==> src/rtl/adc_seq_pkg.sv <==
package adc_seq_pkg;
   typedef enum logic [2:0] {
      ST_IDLE,
      ST_SETUP,
      ST_STRB,
      ST_WBUSY,
      ST_WDONE,
      ST_RDEN,
      ST_RDHOLD
   } seq_state_t;
endpackage

==> src/rtl/adc_seq_clkgen.sv <==
module adc_seq_clkgen #(
   parameter int DIV_HALF = 50
) (
   input  logic clk,
   input  logic rst_n,
   input  logic en,
   output logic conv_clk,
   output logic rise_tick
);
   generate
      if (DIV_HALF < 1) begin : g_bad_div
         $error("DIV_HALF must be at least 1");
      end
      if (DIV_HALF == 1) begin : g_toggle
         always_ff @(posedge clk or negedge rst_n) begin
            if (!rst_n)   conv_clk <= 1'b0;
            else if (!en) conv_clk <= 1'b0;
            else          conv_clk <= ~conv_clk;
         end
         assign rise_tick = en & ~conv_clk;
      end else begin : g_count
         localparam int CW = $clog2(DIV_HALF);
         localparam logic [CW-1:0] LAST = CW'(DIV_HALF - 1);
         logic [CW-1:0] cnt;
         always_ff @(posedge clk or negedge rst_n) begin
            if (!rst_n) begin
               cnt      <= '0;
               conv_clk <= 1'b0;
            end else if (!en) begin
               cnt      <= '0;
               conv_clk <= 1'b0;
            end else if (cnt == LAST) begin
               cnt      <= '0;
               conv_clk <= ~conv_clk;
            end else begin
               cnt <= cnt + 1'b1;
            end
         end
         assign rise_tick = en & ~conv_clk & (cnt == LAST);
      end
   endgenerate


   clk_idle_low_chk: assert property (@(posedge clk) disable iff (!rst_n)
      !en |=> !conv_clk);

   clk_rise_chk: assert property (@(posedge clk) disable iff (!rst_n)
      rise_tick |=> conv_clk);
endmodule

==> src/rtl/adc_seq_tmo.sv <==
module adc_seq_tmo #(
   parameter int LIMIT = 200
) (
   input  logic clk,
   input  logic rst_n,
   input  logic clr,
   input  logic tick,
   output logic expired
);
   generate
      if (LIMIT < 1) begin : g_bad_limit
         $error("LIMIT must be at least 1");
      end
   endgenerate

   localparam int CW = $clog2(LIMIT + 1);
   localparam logic [CW-1:0] LAST = CW'(LIMIT - 1);
   logic [CW-1:0] cnt;

   always_ff @(posedge clk or negedge rst_n) begin
      if (!rst_n)                    cnt <= '0;
      else if (clr)                  cnt <= '0;
      else if (tick && cnt != LAST)  cnt <= cnt + 1'b1;
   end

   assign expired = tick & (cnt == LAST);
endmodule

==> src/rtl/adc_seq_fsm.sv <==
module adc_seq_fsm
   import adc_seq_pkg::*;
#(
   parameter int CH_W      = 3,
   parameter int DW        = 8,
   parameter int SETUP_CYC = 100,
   parameter int STRB_CYC  = 4
) (
   input  logic            clk,
   input  logic            rst_n,
   input  logic            en,
   input  logic            req_valid,
   input  logic [CH_W-1:0] req_ch,
   output logic            req_ready,
   input  logic            tmo_expired,
   output logic            tmo_clr,
   output logic [CH_W-1:0] adc_addr,
   output logic            adc_ale,
   output logic            adc_start,
   output logic            adc_oe,
   input  logic            adc_eoc,
   input  logic [DW-1:0]   adc_data,
   output logic            res_valid,
   output logic [CH_W-1:0] res_ch,
   output logic [DW-1:0]   res_data,
   output logic            res_err
);
   generate
      if (SETUP_CYC < 1 || STRB_CYC < 1) begin : g_bad_cyc
         $error("SETUP_CYC and STRB_CYC must be at least 1");
      end
   endgenerate

   localparam int MAXC = (SETUP_CYC > STRB_CYC) ? SETUP_CYC : STRB_CYC;
   localparam int CW   = $clog2(MAXC + 1);
   localparam logic [CW-1:0] SETUP_LAST = CW'(SETUP_CYC - 1);
   localparam logic [CW-1:0] STRB_LAST  = CW'(STRB_CYC - 1);

   seq_state_t    state;
   logic [CW-1:0] cnt;

   always_ff @(posedge clk or negedge rst_n) begin
      if (!rst_n) begin
         state     <= ST_IDLE;
         cnt       <= '0;
         adc_addr  <= '0;
         res_valid <= 1'b0;
         res_err   <= 1'b0;
         res_ch    <= '0;
         res_data  <= '0;
      end else begin
         res_valid <= 1'b0;
         res_err   <= 1'b0;
         if (!en) begin
            state <= ST_IDLE;
            cnt   <= '0;
         end else begin
            unique case (state)
               ST_IDLE: if (req_valid) begin
                  adc_addr <= req_ch;
                  cnt      <= '0;
                  state    <= ST_SETUP;
               end
               ST_SETUP: if (cnt == SETUP_LAST) begin
                  cnt   <= '0;
                  state <= ST_STRB;
               end else cnt <= cnt + 1'b1;
               ST_STRB: if (cnt == STRB_LAST) begin
                  cnt   <= '0;
                  state <= ST_WBUSY;
               end else cnt <= cnt + 1'b1;
               ST_WBUSY, ST_WDONE: begin
                  if (state == ST_WBUSY && !adc_eoc) state <= ST_WDONE;
                  else if (state == ST_WDONE && adc_eoc) state <= ST_RDEN;
                  else if (tmo_expired) begin
                     res_valid <= 1'b1;
                     res_err   <= 1'b1;
                     res_ch    <= adc_addr;
                     res_data  <= '0;
                     state     <= ST_IDLE;
                  end
               end
               ST_RDEN: begin
                  res_data  <= adc_data;
                  res_ch    <= adc_addr;
                  res_valid <= 1'b1;
                  state     <= ST_RDHOLD;
               end
               default: state <= ST_IDLE;
            endcase
         end
      end
   end

   assign req_ready = en && (state == ST_IDLE);
   assign adc_ale   = (state == ST_STRB);
   assign adc_start = (state == ST_STRB);
   assign adc_oe    = (state == ST_RDEN) || (state == ST_RDHOLD);
   assign tmo_clr   = !((state == ST_WBUSY) || (state == ST_WDONE));


   addr_capture_chk: assert property (@(posedge clk) disable iff (!rst_n)
      (req_valid && req_ready) |=> (adc_addr == $past(req_ch)));

   ale_addr_stable_chk: assert property (@(posedge clk) disable iff (!rst_n)
      $rose(adc_ale) |-> $stable(adc_addr));

   oe_after_done_chk: assert property (@(posedge clk) disable iff (!rst_n)
      $rose(adc_oe) |-> $past(adc_eoc));

   single_pulse_chk: assert property (@(posedge clk) disable iff (!rst_n)
      res_valid |=> !res_valid);

   valid_with_oe_chk: assert property (@(posedge clk) disable iff (!rst_n)
      (res_valid && !res_err) |-> adc_oe);

   err_no_oe_chk: assert property (@(posedge clk) disable iff (!rst_n)
      res_err |-> (res_valid && !adc_oe));

   disable_quiet_chk: assert property (@(posedge clk) disable iff (!rst_n)
      !en |=> (!adc_ale && !adc_oe && !res_valid));
endmodule

==> src/rtl/adc_seq.sv <==
module adc_seq #(
   parameter int CH_W     = 3,
   parameter int DW       = 8,
   parameter int DIV_HALF = 50,
   parameter int STRB_CYC = 4,
   parameter int TMO_CLKS = 200
) (
   input  logic            clk,
   input  logic            rst_n,
   input  logic            en,
   input  logic            req_valid,
   input  logic [CH_W-1:0] req_ch,
   output logic            req_ready,
   output logic            adc_clk,
   output logic [CH_W-1:0] adc_addr,
   output logic            adc_ale,
   output logic            adc_start,
   input  logic            adc_eoc,
   output logic            adc_oe,
   input  logic [DW-1:0]   adc_data,
   output logic            res_valid,
   output logic [CH_W-1:0] res_ch,
   output logic [DW-1:0]   res_data,
   output logic            res_err
);
   localparam int SETUP_CYC = 2 * DIV_HALF;

   generate
      if (CH_W < 1 || DW < 1) begin : g_bad_width
         $error("CH_W and DW must be at least 1");
      end
   endgenerate

   logic rise_tick;
   logic tmo_clr;
   logic tmo_expired;

   adc_seq_clkgen #(.DIV_HALF(DIV_HALF)) u_clkgen (
      .clk       (clk),
      .rst_n     (rst_n),
      .en        (en),
      .conv_clk  (adc_clk),
      .rise_tick (rise_tick)
   );

   adc_seq_tmo #(.LIMIT(TMO_CLKS)) u_tmo (
      .clk     (clk),
      .rst_n   (rst_n),
      .clr     (tmo_clr),
      .tick    (rise_tick),
      .expired (tmo_expired)
   );

   adc_seq_fsm #(
      .CH_W      (CH_W),
      .DW        (DW),
      .SETUP_CYC (SETUP_CYC),
      .STRB_CYC  (STRB_CYC)
   ) u_fsm (
      .clk         (clk),
      .rst_n       (rst_n),
      .en          (en),
      .req_valid   (req_valid),
      .req_ch      (req_ch),
      .req_ready   (req_ready),
      .tmo_expired (tmo_expired),
      .tmo_clr     (tmo_clr),
      .adc_addr    (adc_addr),
      .adc_ale     (adc_ale),
      .adc_start   (adc_start),
      .adc_oe      (adc_oe),
      .adc_eoc     (adc_eoc),
      .adc_data    (adc_data),
      .res_valid   (res_valid),
      .res_ch      (res_ch),
      .res_data    (res_data),
      .res_err     (res_err)
   );
endmodule

==> config.mk <==
export PLATFORM = sky130hd
export DESIGN_NAME = adc_seq
export DESIGN_NICKNAME = d
export VERILOG_FILES = /design/src/rtl/adc_seq_pkg.sv /design/src/rtl/adc_seq_clkgen.sv /design/src/rtl/adc_seq_tmo.sv /design/src/rtl/adc_seq_fsm.sv /design/src/rtl/adc_seq.sv
export SDC_FILE = /design/constraint.sdc
export NUM_CORES = 1
export LEC_CHECK = 0
export BUFFER_PORTS_ARGS = -buffer_cell sky130_fd_sc_hd__clkbuf_2
export CORE_UTILIZATION = 59
export CTS_CLUSTER_DIAMETER = 200
export DETAILED_ROUTE_END_ITERATION = 16
export PLACE_DENSITY = 0.85
export SYNTH_ARGS = -nofsm -noshare
export SYNTH_HDL_FRONTEND = slang
export SYNTH_SLANG_ARGS = --single-unit
==> constraint.sdc <==
create_clock -name clk -period 4.85 [get_ports clk]
set_input_delay 0.485 -clock clk [delete_from_list [all_inputs] [get_ports clk]]
set_output_delay 0.485 -clock clk [all_outputs]
set_load 0.1 [all_outputs]
==> metrics <==
Synth warnings 0; post-CTS setup buffers 0; delay-heaviest family, CP flip-flops; CP Launch Point u_fsm.state[0]; cts bufs inserted 5; Seq cells post-synth roughly 40; routability cong. about 0.8; I/O pins 37; Post-route DRC 0; Mapped Area around 0.0021 mm²; Unique masters post-synth 45; starting density of the core 0.622; gr ovfl total 0; Crit Path Class register to output pin; Avg WL per Cell roughly 13 µm; Syn Area/Cell roughly 10 µm²; ys flop type dfrtp_1; Worst Path Buf+Inv 1; dominant cell type by area after synthesis dfrtp_1; Peak supply drop roughly 0.55 mV; Seq/Total Area, Yosys 0.486; CTS tree done; Final setup viols 0; Layout Cells excl Fill 284; Area Overhead vs Synth 11.9%; total via count in the routed design approximately 1500; Final TNS setup 0 ns; Crit path arrival time between 1.5 and 2 ns; post-synthesis simple-gate area fraction 0.225; register area between 0.001 and 0.0015 mm²; Slew Viols, Final 0; CTS max path bufs 2; footprint of the multi-input gates about 1000 µm²; main combinational cell family by area after synthesis simple AND/OR/NAND/NOR gates; status complete, no violations; Leak approximately 1.1 nW; IO Port Bufs 36; critical path, cell by cell nor4b_2, clkbuf_2; Die W 61.8 µm; Post-Synth XOR/XNOR Area 0.0540; Max Freq around 420 MHz; top cell type's share of synthesized area 0.486; RR Startpoint u_fsm.state[0]; Cells after DPL 276; root buf cell clkbuf_4; top cells by area, synth dfrtp_1, mux2i_1, xor2_1, nand2_1, nor2_1; Compound-Gate Fraction of Synth Area 0.0919; CTS resizes 0; Critical Path RT 4.37 ns; Synth Area in Adders 0.0237; Rows 21; slowest stage delay, CP around 0.57 ns; Clk Latency, worst-skew pair 0.36 ns; GRT Total Usage 0.218; Rel. slew slack 0.351; global-route wire length before repair between 5000 and 6000 µm; core area roughly 0.0034 mm²; RSZ-0062 raised after global routing false; Gate Count Post-Synth 202; # diodes 0; initial antenna violation count 0; crit start category register; hold_buf cts 0; post-place instance area 0.00230 mm²; flop2flop setup slack 2.57 ns; share of layout cells above drive strength 1 0.235; largest fanout on the critical path 16; Fin. Hold Viols 0; Worst-path clk slew about 0.12 ns; DIE AREA approximately 0.0038 mm²; max cap viols 0; synthesized net count 222; Finished Cell Area approximately 0.0024 mm²; crit end category output pin; Hold WS 0.259 ns; DIE HEIGHT slightly above 60 µm; layout net count between 200 and 300; CP max-delay cell dfrtp_1; clk sinks approximately 40; CTS H-tree lvls 2; largest net degree at the start of global routing 42; mux cell area share after synthesis 0.0771; min-delay worst type input port to asynchronous set/reset pin; HPWL Detailed roughly 2700 µm; Post-Route WL 3760 µm; filler instances about 280; pwr/cell area between 500 and 600 mW/mm²; Routed Antenna Nets 0; worst-margin pin slew between 0.9 and 1 ns; 1st-iter DRT viols 66; Period Utilization, post-route 0.494; vias in the first global route 1341; skew final roughly 0.011 ns; Via-to-Cell Ratio 5.45; EDFF count, synth 0; count of TritonRoute iterations in the first routing pass 4; min cycle time layout 2.40 ns; Post-synth ARST share 1.00
==> where the power goes <==
| part | internal, W | total (W) | switching (W) |
|---|---|---|---|
| sequential | 0.000405 | 0.000474 | 0.0000691 |
| clock | 0.0000547 | 0.000168 | 0.000113 |
| combinational | 0.000131 | 0.000686 | 0.000555 |
| total | 0.000591 | 0.00133 | 0.000737 |
==> placed cells by master (no fill, tap or decap), types with 4 or more instances in the layout <==
| cell type | synthesis | routed |
|---|---|---|
| clkbuf_4 | 0 | 5 |
| ha_1 | 4 | 4 |
| nand4_1 | 5 | 5 |
| clkbuf_2 | 0 | 36 |
| nor2_1 | 18 | 18 |
| xor2_1 | 9 | 9 |
| xnor2_1 | 4 | 4 |
| mux2i_1 | 8 | 8 |
| inv_1 | 12 | 12 |
| o21ai_1 | 4 | 4 |
| dfrtp_1 | 41 | 41 |
| mux2_1 | 5 | 5 |
| and3_1 | 4 | 4 |
| nand3_1 | 8 | 8 |
| a21oi_1 | 8 | 8 |
| nand2_1 | 20 | 20 |
| and2_1 | 5 | 5 |
==> cells in the mapped netlist, drive strengths merged, types with 2 or more instances <==
cell	number
and3	4
nand2b	3
a22o	2
xor2	9
and2	5
inv	12
o21ai	6
nor4b	2
mux2	7
xnor2	4
nor2	18
dfrtp	41
mux2i	8
nand3	9
ha	4
clkbuf	3
nand4	5
nor2b	2
a21o	2
nor3b	3
nand2	20
a21oi	8
buf	5
and4b	3
nor3	4
a31oi	3
==> stage by stage <==
| stage | total power (W) | setup slack (ns) | utilization |
|---|---|---|---|
| global route | 0.00139 | 2.34 | 0.696 |
| global placement | 0.00116 | 2.60 | 0.680 |
| CTS | 0.00134 | 2.44 | 0.696 |
| floorplan | 0.00106 | 0.778 | - |
| finish | 0.00133 | 2.45 | 0.696 |
| detailed placement | 0.00117 | 2.55 | 0.680 |
==> worst reg2reg max path, delay by kind of cell, from the launching register on <==
family	cells	cell delay, ns
AO/OA/AOI/OAI	2	0.63
flip-flops	1	0.57
multiplexers	1	0.39
AND/OR/NAND/NOR	2	0.58
==> cell families after synthesis <==
kind of cell | count (synthesis)
XOR/XNOR | 13
AND/OR/NAND/NOR | 82
buffers and inverters | 20
adder cells (fa/ha/maj) | 4
AO/OA/AOI/OAI | 27
multiplexers | 15
flip-flops | 41
==> registers in the layout, indices dropped and copies added, names as in the netlist <==
register	count
u_tmo.cnt	8
u_clkgen.conv_clk	1
u_clkgen.g_count.cnt	6
u_fsm.res_valid	1
u_fsm.res_ch	3
u_fsm.res_data	8
u_fsm.adc_addr	3
u_fsm.state	3
u_fsm.cnt	7
u_fsm.res_err	1
==> metal layers <==
| metal | part of all wire | GRT usage | vias up |
|---|---|---|---|
| met1 | 0.46 | 0.283 | 736 |
| met5 | 0 | 0 | - |
| met4 | 0.020 | 0.0857 | 0 |
| met2 | 0.48 | 0.356 | 31 |
| li1 | - | - | 773 |
| met3 | 0.038 | 0.0518 | 8 |
==> layout make-up <==
class | instances | area share
Timing Repair Buffer | 36 | 0.0764
Tap cell | 46 | 0.0244
Inverter | 12 | 0.0191
Clock buffer | 5 | 0.0159
Clock inverter | 3 | 0.00742
Multi-Input combinational cell | 141 | 0.422
Sequential cell | 41 | 0.435
==> worst paths after layout <==
check,endpoint,depth (start not counted)
min,u_clkgen.g_count.cnt[4],1
max in group asynchronous,u_tmo.cnt[3],1
min in group clk,u_fsm.adc_addr[1],2
max reg2reg,u_fsm.res_ch[2],5
min reg2reg,u_clkgen.g_count.cnt[0],1
max,req_ready,2
(Power assumes the default switching activity.)
